===== src/rtl/wdt_pkg.sv =====
package wdt_pkg;

    typedef enum logic [1:0] {
        LK_SHUT   = 2'd0,
        LK_OPEN   = 2'd1,
        LK_FROZEN = 2'd2
    } lock_st_t;

    typedef enum logic {
        KS_IDLE  = 1'b0,
        KS_ARMED = 1'b1
    } key_st_t;

    typedef enum logic [1:0] {
        RG_CTRL   = 2'd0,
        RG_COUNT  = 2'd1,
        RG_LIMIT  = 2'd2,
        RG_WINDOW = 2'd3
    } reg_sel_t;

    localparam logic [31:0] UNLOCK_A  = 32'h0000_C520;
    localparam logic [31:0] UNLOCK_B  = 32'h0000_D928;
    localparam logic [31:0] REFRESH_A = 32'h0000_A602;
    localparam logic [31:0] REFRESH_B = 32'h0000_B480;

    localparam int B_UPD     = 5;
    localparam int B_RUN     = 7;
    localparam int B_SRC     = 8;
    localparam int B_APPLIED = 10;
    localparam int B_OPEN    = 11;
    localparam int B_FLAG    = 14;

endpackage


===== src/rtl/wdt_key_seq.sv =====
module wdt_key_seq
    import wdt_pkg::*;
#(
    parameter logic [31:0] FIRST  = 32'h0,
    parameter logic [31:0] SECOND = 32'h0,
    parameter logic [1:0]  TARGET = 2'd1
) (
    input  logic        clk,
    input  logic        rst_n,
    input  logic        wr,
    input  logic [1:0]  addr,
    input  logic [31:0] wdata,
    output logic        hit
);

    key_st_t st_q, st_d;
    logic    to_target;

    assign to_target = wr && (addr == TARGET);

    always_ff @(posedge clk or negedge rst_n) begin
        if (!rst_n) st_q <= KS_IDLE;
        else        st_q <= st_d;
    end

    always_comb begin
        st_d = st_q;
        unique case (st_q)
            KS_IDLE:  if (to_target && (wdata == FIRST)) st_d = KS_ARMED;
            KS_ARMED: if (wr) st_d = KS_IDLE;
            default:  st_d = KS_IDLE;
        endcase
    end

    always_comb begin
        hit = (st_q == KS_ARMED) && to_target && (wdata == SECOND);
    end

endmodule


===== src/rtl/wdt_lock_fsm.sv =====
module wdt_lock_fsm
    import wdt_pkg::*;
#(
    parameter int OPEN_CYCLES = 255
) (
    input  logic clk,
    input  logic rst_n,
    input  logic unlock_hit,
    input  logic ctrl_wr,
    input  logic upd_bit,
    output logic open,
    output logic frozen,
    output logic commit,
    output logic applied
);

    localparam int TW = $clog2(OPEN_CYCLES + 1);
    localparam logic [TW-1:0] T_LAST = TW'(OPEN_CYCLES - 1);

    lock_st_t        st_q, st_d;
    logic [TW-1:0]   tmr_q;

    always_ff @(posedge clk or negedge rst_n) begin
        if (!rst_n) st_q <= LK_SHUT;
        else        st_q <= st_d;
    end

    always_comb begin
        st_d = st_q;
        unique case (st_q)
            LK_SHUT:   if (unlock_hit) st_d = LK_OPEN;
            LK_OPEN: begin
                if (ctrl_wr)              st_d = upd_bit ? LK_SHUT : LK_FROZEN;
                else if (tmr_q == T_LAST) st_d = LK_SHUT;
            end
            LK_FROZEN: st_d = LK_FROZEN;
            default:   st_d = LK_SHUT;
        endcase
    end

    always_comb begin
        open   = (st_q == LK_OPEN);
        frozen = (st_q == LK_FROZEN);
        commit = (st_q == LK_OPEN) && ctrl_wr;
    end

    always_ff @(posedge clk or negedge rst_n) begin
        if (!rst_n)               tmr_q <= '0;
        else if (st_q != LK_OPEN) tmr_q <= '0;
        else                      tmr_q <= tmr_q + TW'(1);
    end

    always_ff @(posedge clk or negedge rst_n) begin
        if (!rst_n)                              applied <= 1'b0;
        else if (commit)                         applied <= 1'b1;
        else if ((st_q == LK_SHUT) && unlock_hit) applied <= 1'b0;
    end

endmodule


===== src/rtl/wdt_counter.sv =====
module wdt_counter #(
    parameter int COUNT_W = 16
) (
    input  logic               clk,
    input  logic               rst_n,
    input  logic               run,
    input  logic [1:0]         src_sel,
    input  logic               slow_tick,
    input  logic               refresh_hit,
    input  logic               restart,
    input  logic [COUNT_W-1:0] limit,
    input  logic [COUNT_W-1:0] window,
    output logic [COUNT_W-1:0] count,
    output logic               fire,
    output logic               rst_req
);

    logic               adv;
    logic [COUNT_W-1:0] cnt_d;

    assign adv = run && ((src_sel == 2'd0) || slow_tick);

    always_comb begin
        cnt_d = count;
        fire  = 1'b0;
        if (refresh_hit) begin
            cnt_d = '0;
            fire  = run && (window != '0) && (count < window);
        end else if (restart) begin
            cnt_d = '0;
        end else if (adv) begin
            if (count >= limit) begin
                cnt_d = '0;
                fire  = 1'b1;
            end else begin
                cnt_d = count + COUNT_W'(1);
            end
        end
    end

    always_ff @(posedge clk or negedge rst_n) begin
        if (!rst_n) begin
            count   <= '0;
            rst_req <= 1'b0;
        end else begin
            count   <= cnt_d;
            rst_req <= fire;
        end
    end

endmodule


===== src/rtl/wdt_keyed.sv =====
module wdt_keyed
    import wdt_pkg::*;
#(
    parameter int COUNT_W     = 16,
    parameter int OPEN_CYCLES = 255,
    parameter int LIMIT_RST   = 1000
) (
    input  logic        clk,
    input  logic        rst_n,
    input  logic        bus_wr,
    input  logic [1:0]  bus_addr,
    input  logic [31:0] bus_wdata,
    output logic [31:0] bus_rdata,
    input  logic        slow_tick,
    output logic        rst_req,
    output logic        irq
);

    localparam int NKEYS = 2;
    localparam logic [NKEYS-1:0][31:0] KEY_FIRST  = {REFRESH_A, UNLOCK_A};
    localparam logic [NKEYS-1:0][31:0] KEY_SECOND = {REFRESH_B, UNLOCK_B};

    logic [NKEYS-1:0]   key_hit;
    logic               unlock_hit, refresh_hit;
    logic               lk_open, lk_frozen, lk_commit, lk_applied;
    logic               ctrl_wr, fire;
    logic               run_q, upd_q, flag_q;
    logic [1:0]         src_q;
    logic [COUNT_W-1:0] lim_q, win_q, count;

    assign ctrl_wr = bus_wr && (bus_addr == RG_CTRL);

    for (genvar g = 0; g < NKEYS; g++) begin : g_key
        wdt_key_seq #(
            .FIRST  (KEY_FIRST[g]),
            .SECOND (KEY_SECOND[g]),
            .TARGET (RG_COUNT)
        ) u_key (
            .clk   (clk),
            .rst_n (rst_n),
            .wr    (bus_wr),
            .addr  (bus_addr),
            .wdata (bus_wdata),
            .hit   (key_hit[g])
        );
    end

    assign unlock_hit  = key_hit[0];
    assign refresh_hit = key_hit[1];

    wdt_lock_fsm #(.OPEN_CYCLES(OPEN_CYCLES)) u_lock (
        .clk        (clk),
        .rst_n      (rst_n),
        .unlock_hit (unlock_hit),
        .ctrl_wr    (ctrl_wr),
        .upd_bit    (bus_wdata[B_UPD]),
        .open       (lk_open),
        .frozen     (lk_frozen),
        .commit     (lk_commit),
        .applied    (lk_applied)
    );

    wdt_counter #(.COUNT_W(COUNT_W)) u_cnt (
        .clk         (clk),
        .rst_n       (rst_n),
        .run         (run_q),
        .src_sel     (src_q),
        .slow_tick   (slow_tick),
        .refresh_hit (refresh_hit),
        .restart     (lk_commit),
        .limit       (lim_q),
        .window      (win_q),
        .count       (count),
        .fire        (fire),
        .rst_req     (rst_req)
    );

    always_ff @(posedge clk or negedge rst_n) begin
        if (!rst_n) begin
            run_q <= 1'b0;
            upd_q <= 1'b1;
            src_q <= 2'd0;
            lim_q <= COUNT_W'(LIMIT_RST);
            win_q <= '0;
        end else begin
            if (lk_commit) begin
                run_q <= bus_wdata[B_RUN];
                upd_q <= bus_wdata[B_UPD];
                src_q <= bus_wdata[B_SRC+1:B_SRC];
            end
            if (lk_open && bus_wr && (bus_addr == RG_LIMIT))  lim_q <= bus_wdata[COUNT_W-1:0];
            if (lk_open && bus_wr && (bus_addr == RG_WINDOW)) win_q <= bus_wdata[COUNT_W-1:0];
        end
    end

    always_ff @(posedge clk or negedge rst_n) begin
        if (!rst_n)                          flag_q <= 1'b0;
        else if (fire)                       flag_q <= 1'b1;
        else if (ctrl_wr && bus_wdata[B_FLAG]) flag_q <= 1'b0;
    end

    assign irq = flag_q;

    always_comb begin
        bus_rdata = '0;
        unique case (bus_addr)
            RG_CTRL: begin
                bus_rdata[B_FLAG]          = flag_q;
                bus_rdata[B_OPEN]          = lk_open;
                bus_rdata[B_APPLIED]       = lk_applied;
                bus_rdata[B_SRC+1:B_SRC]   = src_q;
                bus_rdata[B_RUN]           = run_q;
                bus_rdata[B_UPD]           = upd_q;
            end
            RG_COUNT:  bus_rdata[COUNT_W-1:0] = count;
            RG_LIMIT:  bus_rdata[COUNT_W-1:0] = lim_q;
            RG_WINDOW: bus_rdata[COUNT_W-1:0] = win_q;
            default:   bus_rdata = '0;
        endcase
    end

endmodule


===== config.mk =====
export PLATFORM = sky130hd
export DESIGN_NAME = wdt_keyed
export DESIGN_NICKNAME = d
export VERILOG_FILES = /design/src/rtl/wdt_pkg.sv /design/src/rtl/wdt_key_seq.sv /design/src/rtl/wdt_lock_fsm.sv /design/src/rtl/wdt_counter.sv /design/src/rtl/wdt_keyed.sv
export SDC_FILE = /design/constraint.sdc
export NUM_CORES = 1
export LEC_CHECK = 0
export ABC_AREA = 1
export BUFFER_PORTS_ARGS = -buffer_cell sky130_fd_sc_hd__buf_2
export CORE_MARGIN = 2
export CORE_UTILIZATION = 59
export CTS_BUF_LIST = sky130_fd_sc_hd__clkbuf_8
export DETAILED_ROUTE_END_ITERATION = 7
export PLACE_DENSITY = 0.83
export SLEW_MARGIN = 20
export SYNTH_ARGS = -nofsm -noshare
export SYNTH_HDL_FRONTEND = slang
export SYNTH_SLANG_ARGS = --single-unit

===== constraint.sdc =====
create_clock -name clk -period 2.15 [get_ports clk]
set_input_delay 0.215 -clock clk [delete_from_list [all_inputs] [get_ports clk]]
set_output_delay 0.215 -clock clk [all_outputs]
set_load 0.02 [all_outputs]

== Word level (Yosys, flattened, before mapping) ==
Cells that the tools add are included.
Word-level totals
  input bits: 38
  logic and storage cells: 88
  register bits: 67
  output and inout port bits: 34
Operators by class
  mux-type cells: 30
  bitwise logic cells: 2
  equality and inequality tests: 13
  $add $sub $neg: 2
  $lt $le $gt $ge: 2
  reductions and logical operators: 26
Operators by type and width (count)
  32-bit by 16-bit == test with 1-bit output (second input constant): 4
  16-bit two-way mux: 4
  5-bit one-hot mux with 4 select lines: 1
  1-bit logical AND: 17
  16-bit by 1-bit adder with 16-bit output (second input constant): 1
  16-bit >= comparator: 1
  16-bit < comparator: 1
  16-bit nonzero test: 1
  5-bit one-hot mux with 3 select lines: 1
  2-bit one-hot mux with 3 select lines: 2
  1-bit two-way mux: 11
  8-bit by 1-bit adder with 8-bit output (second input constant): 1
  8-bit == test (second input constant): 1
  2-bit two-way mux: 4
  8-bit two-way mux: 1
  1-bit one-hot mux with 4 select lines: 2
  2-bit == test (second input constant): 3
  2-bit logical NOT: 3
  1-bit one-hot mux with 3 select lines: 2
  2-bit by 1-bit == test with 1-bit output (second input constant): 2
  2-bit by 1-bit inequality test with 1-bit output (second input constant): 2
  1-bit one-hot mux with 2 select lines: 2
  2-bit nonzero test: 2
  3-bit by 1-bit inequality test with 1-bit output (second input constant): 1
  4 further kinds: 5

== Depth between registers and ports, before layout ==
  depth after elaboration: 7
  depth in mapped cells: 15

== Modules after synthesis ==
A second synthesis with hierarchy kept.
Unflattened totals
  cell total of the unflattened synthesis: 709
  area total of the unflattened synthesis: 4963.5 µm²
By module, submodules not included
  wdt_keyed: sequential area each 934.6 µm², times used 1, cells each 259, area each 2005.7 µm²
  wdt_counter: sequential area each 425.4 µm², times used 1, cells each 290, area each 1976.9 µm²
  wdt_lock_fsm: sequential area each 275.3 µm², times used 1, cells each 60, area each 524.3 µm²
  wdt_key_seq at g_key[1].u_key: sequential area each 25.0 µm², times used 1, cells each 52, area each 237.7 µm²
  wdt_key_seq at g_key[0].u_key: sequential area each 25.0 µm², times used 1, cells each 48, area each 219.0 µm²

== Worst setup path before layout ==
No wires, ideal clock.
  path kind: register to register
  start: reg lim_q[7]
  end: reg u_cnt.count[0]
  data arrival time: 1822 ps
  data required time: 2084 ps
  library setup time: 66 ps
  buffers on the path: 1
  stages on the path, launching flop included: 12
  slack: 262 ps
  period minus slack after synthesis: 1888 ps
  cell sequence: dfstp_2 > inv_1 > ha_1 > a21o_1 > nor2_1 > nand2_1 > nand2_1 > nand3_1 > clkinv_1 > clkbuf_1 > nand3_1 > nand2_1
Between the ends
  cells in the longest elaborated chain, start to end: 5
RTL lines
  from (decl): line wdt_keyed.sv:29  | logic [COUNT_W-1:0] lim_q, win_q, count;
  from (signal assigned): line wdt_keyed.sv:83  | lim_q <= COUNT_W'(LIMIT_RST);
  from (signal assigned): line wdt_keyed.sv:91  | if (lk_open && bus_wr && (bus_addr == RG_LIMIT)) lim_q <= bus_wdata[COUNT_W-1:0];
  16-bit >= comparator: line wdt_counter.sv:32  | if (count >= limit) begin
  16-bit two-way mux: line wdt_counter.sv:32
  16-bit two-way mux: line wdt_counter.sv:31  | end else if (adv) begin
  16-bit two-way mux: line wdt_counter.sv:29  | end else if (restart) begin
  16-bit two-way mux: line wdt_counter.sv:26  | if (refresh_hit) begin
  to (signal assigned): line wdt_counter.sv:46  | count <= cnt_d;
  to (decl): line wdt_counter.sv:13  | output logic [COUNT_W-1:0] count,
Every way passes these cells. The select of a mux whose other input is x is not followed.
A chain may end at the register's enable or synchronous reset.

== Worst setup path in the final report ==
  start: reg lim_q[9]
  end: reg u_cnt.count[1]
Same word-level chain as after synthesis.

==> out/qor.yml <==
run_status:
  outcome: "completed"
synth:
  postSynthAreaPerCell_sq_um: 7.28
  synth_area_sq_um: 4520
  synth_cell_type_count: 35
  seq_area_frac_synth_pct: 37.3
  async_flop_share_pct: 100
  synth_seq_cells: 67
  ys_warn_count: 0
  synth_edf_count: 0
  ys_dominant_reg_cell: "dfrtp_1"
  synthCells: 621
grt:
  use_met1_pct: 43.3
  grt_max_degree: 43
  grt_pass1_wl_um: 21300
  antenna_found_initial: 0
  grt.overflow.total: 0
  use_met3_pct: 5.56
  grt.total_usage_pct: 32.3
  busiest_layer: "met2"
  grt_pass1_vias: 4295
  grt_use_met2_pct: 52.3
critical_path:
  cp.arrival_ns: 2.25
  path_class: "register to register"
  start_kind: "register"
  cp_max_fo: 14
  crit_path_end_kind: "register"
  required_ns: 2.45
clock_network:
  clockRootBuffer: "clkbuf_8"
  postCtsSetupRepairBufs: 0
  numClockSinks: 67
  cts_buffers: 9
  clk_latency_ns: 0.36
  clk_pin_slew_ns: 0.07
  clockBufferDepth: 2
  cts_tree: "done"
  htreeDepth: 3
pwr:
  power_mw: 3.18
  vdd_drop_max_v: 0.000418
  p_leak_nw: 2.86
  powerDensity_nw_per_um2: 608
finish:
  n_antenna_cell: 0
  fill_cells: 609
  multi_input_area_sq_um: 2380
  layout_commonest_cell: "nand2_1"
  layout_common_cells: "nand2_1, inv_1, nor2_1, dfrtp_1, buf_2"
  final_area_sq_um: 5240
  seq_area_sq_um: 1690
  drive_above_1_share_pct: 16.9
  fin_cells: 803
  final_nets: 771
  area_delta_synth_final_pct: 15.8
route:
  wl_per_cell_um: 16.0
  drc: 0
  wl_um: 12800
  drt-initial-drc-count: 453
  firstDrtPassIters: 8
  vias_per_cell: 5.70
  vias: 4574
  drtAntennaViolNets: 0
placement:
  place_ws_ns: 0.181
  place.gp.congestion: 0.952
  hpwl_um: 9630
  io_buffers: 55
  placed_area_sq_um: 4990
  placed_cells: 786
timing:
  finClkSkew_ns: 0.00942
  layout_min_cycle_time_ns: 1.95
  tightest_slew_ns: 0.851
  rsz0062_at_grt: "no"
  post-route-period-util_pct: 90.7
  drv_slew: 0
  setup_slack_ns: 0.199
  clock.fmax_mhz: 513
  finalSetupViolCount: 0
  maxSlewHeadroom_pct: 43.1
  tns_ns: 0
  hold_viol: 0
worst_hold_path:
  hp-class: "input port to register"
floorplan:
  die_area_sq_um: 8380
  start_util_pct: 61.6
  die_height_um: 91.5
  io_pins: 72
  core_sq_um: 7330
  rows: 31
  die_width_um: 91.5
flow_run:
  max-cap-violations: 0
-- area by class of cell --
cell class | count | share of cell area (%)
Clock buffer | 10 | 2.63
Clock inverter | 6 | 1.72
Inverter | 90 | 6.45
Multi-Input combinational cell | 449 | 45.4
Sequential cell | 67 | 32.2
Tap cell | 99 | 2.37
Timing Repair Buffer | 82 | 9.25
-- routing by layer --
metal,part of all wire [%],vias to the layer above
met1,41,2091
met2,48,280
li1,-,2163
met5,0,-
met3,9.1,40
met4,2.4,0
-- power breakdown --
part,switching (mW),internal [mW]
sequential,0.0322,1.30
clock,0.528,0.686
combinational,0.414,0.222
-- stage by stage --
stage | hold WS [ns] | util [%]
floorplan | -0.0806 | -
global placement | 0.229 | 68.0
detailed placement | 0.235 | 68.0
CTS | 0.0905 | 71.3
global route | 0.113 | 71.4
finish | 0.0961 | 71.4
-- worst max-delay path, stage by stage (launching register included) --
cell      delay [ns]
dfstp_2         0.53
inv_1           0.07
ha_1            0.32
nand2_1         0.08
nand2_1         0.05
nand2_1         0.05
a21oi_1         0.05
nor2_1          0.15
nand3_2         0.16
clkinv_1        0.08
buf_6           0.15
nand3_1         0.08
nand2_1         0.10
-- registers in the layout, indices dropped and copies added (netlist names), 2 cells and up --
signal / count
u_lock.tmr_q: 8
src_q: 2
u_lock.st_q: 2
lim_q: 16
g_key.u_key.st_q: 2
win_q: 16
u_cnt.count: 16
-- path summary, 6_finish.rpt --
| check | start | end | slack (ns) | cells after the start |
|---|---|---|---|---|
| setup reg to reg | lim_q[9] | u_cnt.count[1] | 0.20 | 12 |
| hold reg to reg | upd_q | upd_q | 0.47 | 2 |
| max in group asynchronous | rst_n | u_cnt.count[13] | 1.27 | 3 |
| min in group asynchronous | rst_n | u_lock.tmr_q[2] | 0.39 | 3 |
| hold / removal | bus_wdata[9] | lim_q[9] | 0.1 | 3 |
| setup / recovery | lim_q[9] | u_cnt.count[1] | 0.20 | 12 |
-- logic make-up after synthesis --
group / Yosys count / synth area share (%)
fa+ha+maj: 34 / 9.41
buf+inv: 120 / 11.6
compound gates: 82 / 10.4
flops: 67 / 37.3
other cells: 1 / 0.0830
simple gates: 305 / 28.9
xor+xnor: 12 / 2.33
-- cell usage after synthesis, drive strengths merged, types with 3 or more instances --
cell type    n  area share, %
inv         87            7.2
nand2      157             13
o2111ai      4           0.78
o21ai       46            5.1
ha          34            9.4
clkbuf       8           0.66
nor2        70            6.1
xor2        10            1.9
o221ai       9            1.7
buf         22            3.5
dfstp        7            4.1
nand4       26            3.6
o22ai        3           0.42
dfrtp       60             33
a21oi       16            1.8
clkinv       3           0.25
nand3       33            3.7
nor3        12            1.3
-- repair_timing --
item                                   CTS  global route
gates resized for setup                  0             2
endpoints found under the hold margin   60             0
hold buffers                             1             0
setup endpoints to repair                0            14
(Power assumes the default switching activity.)
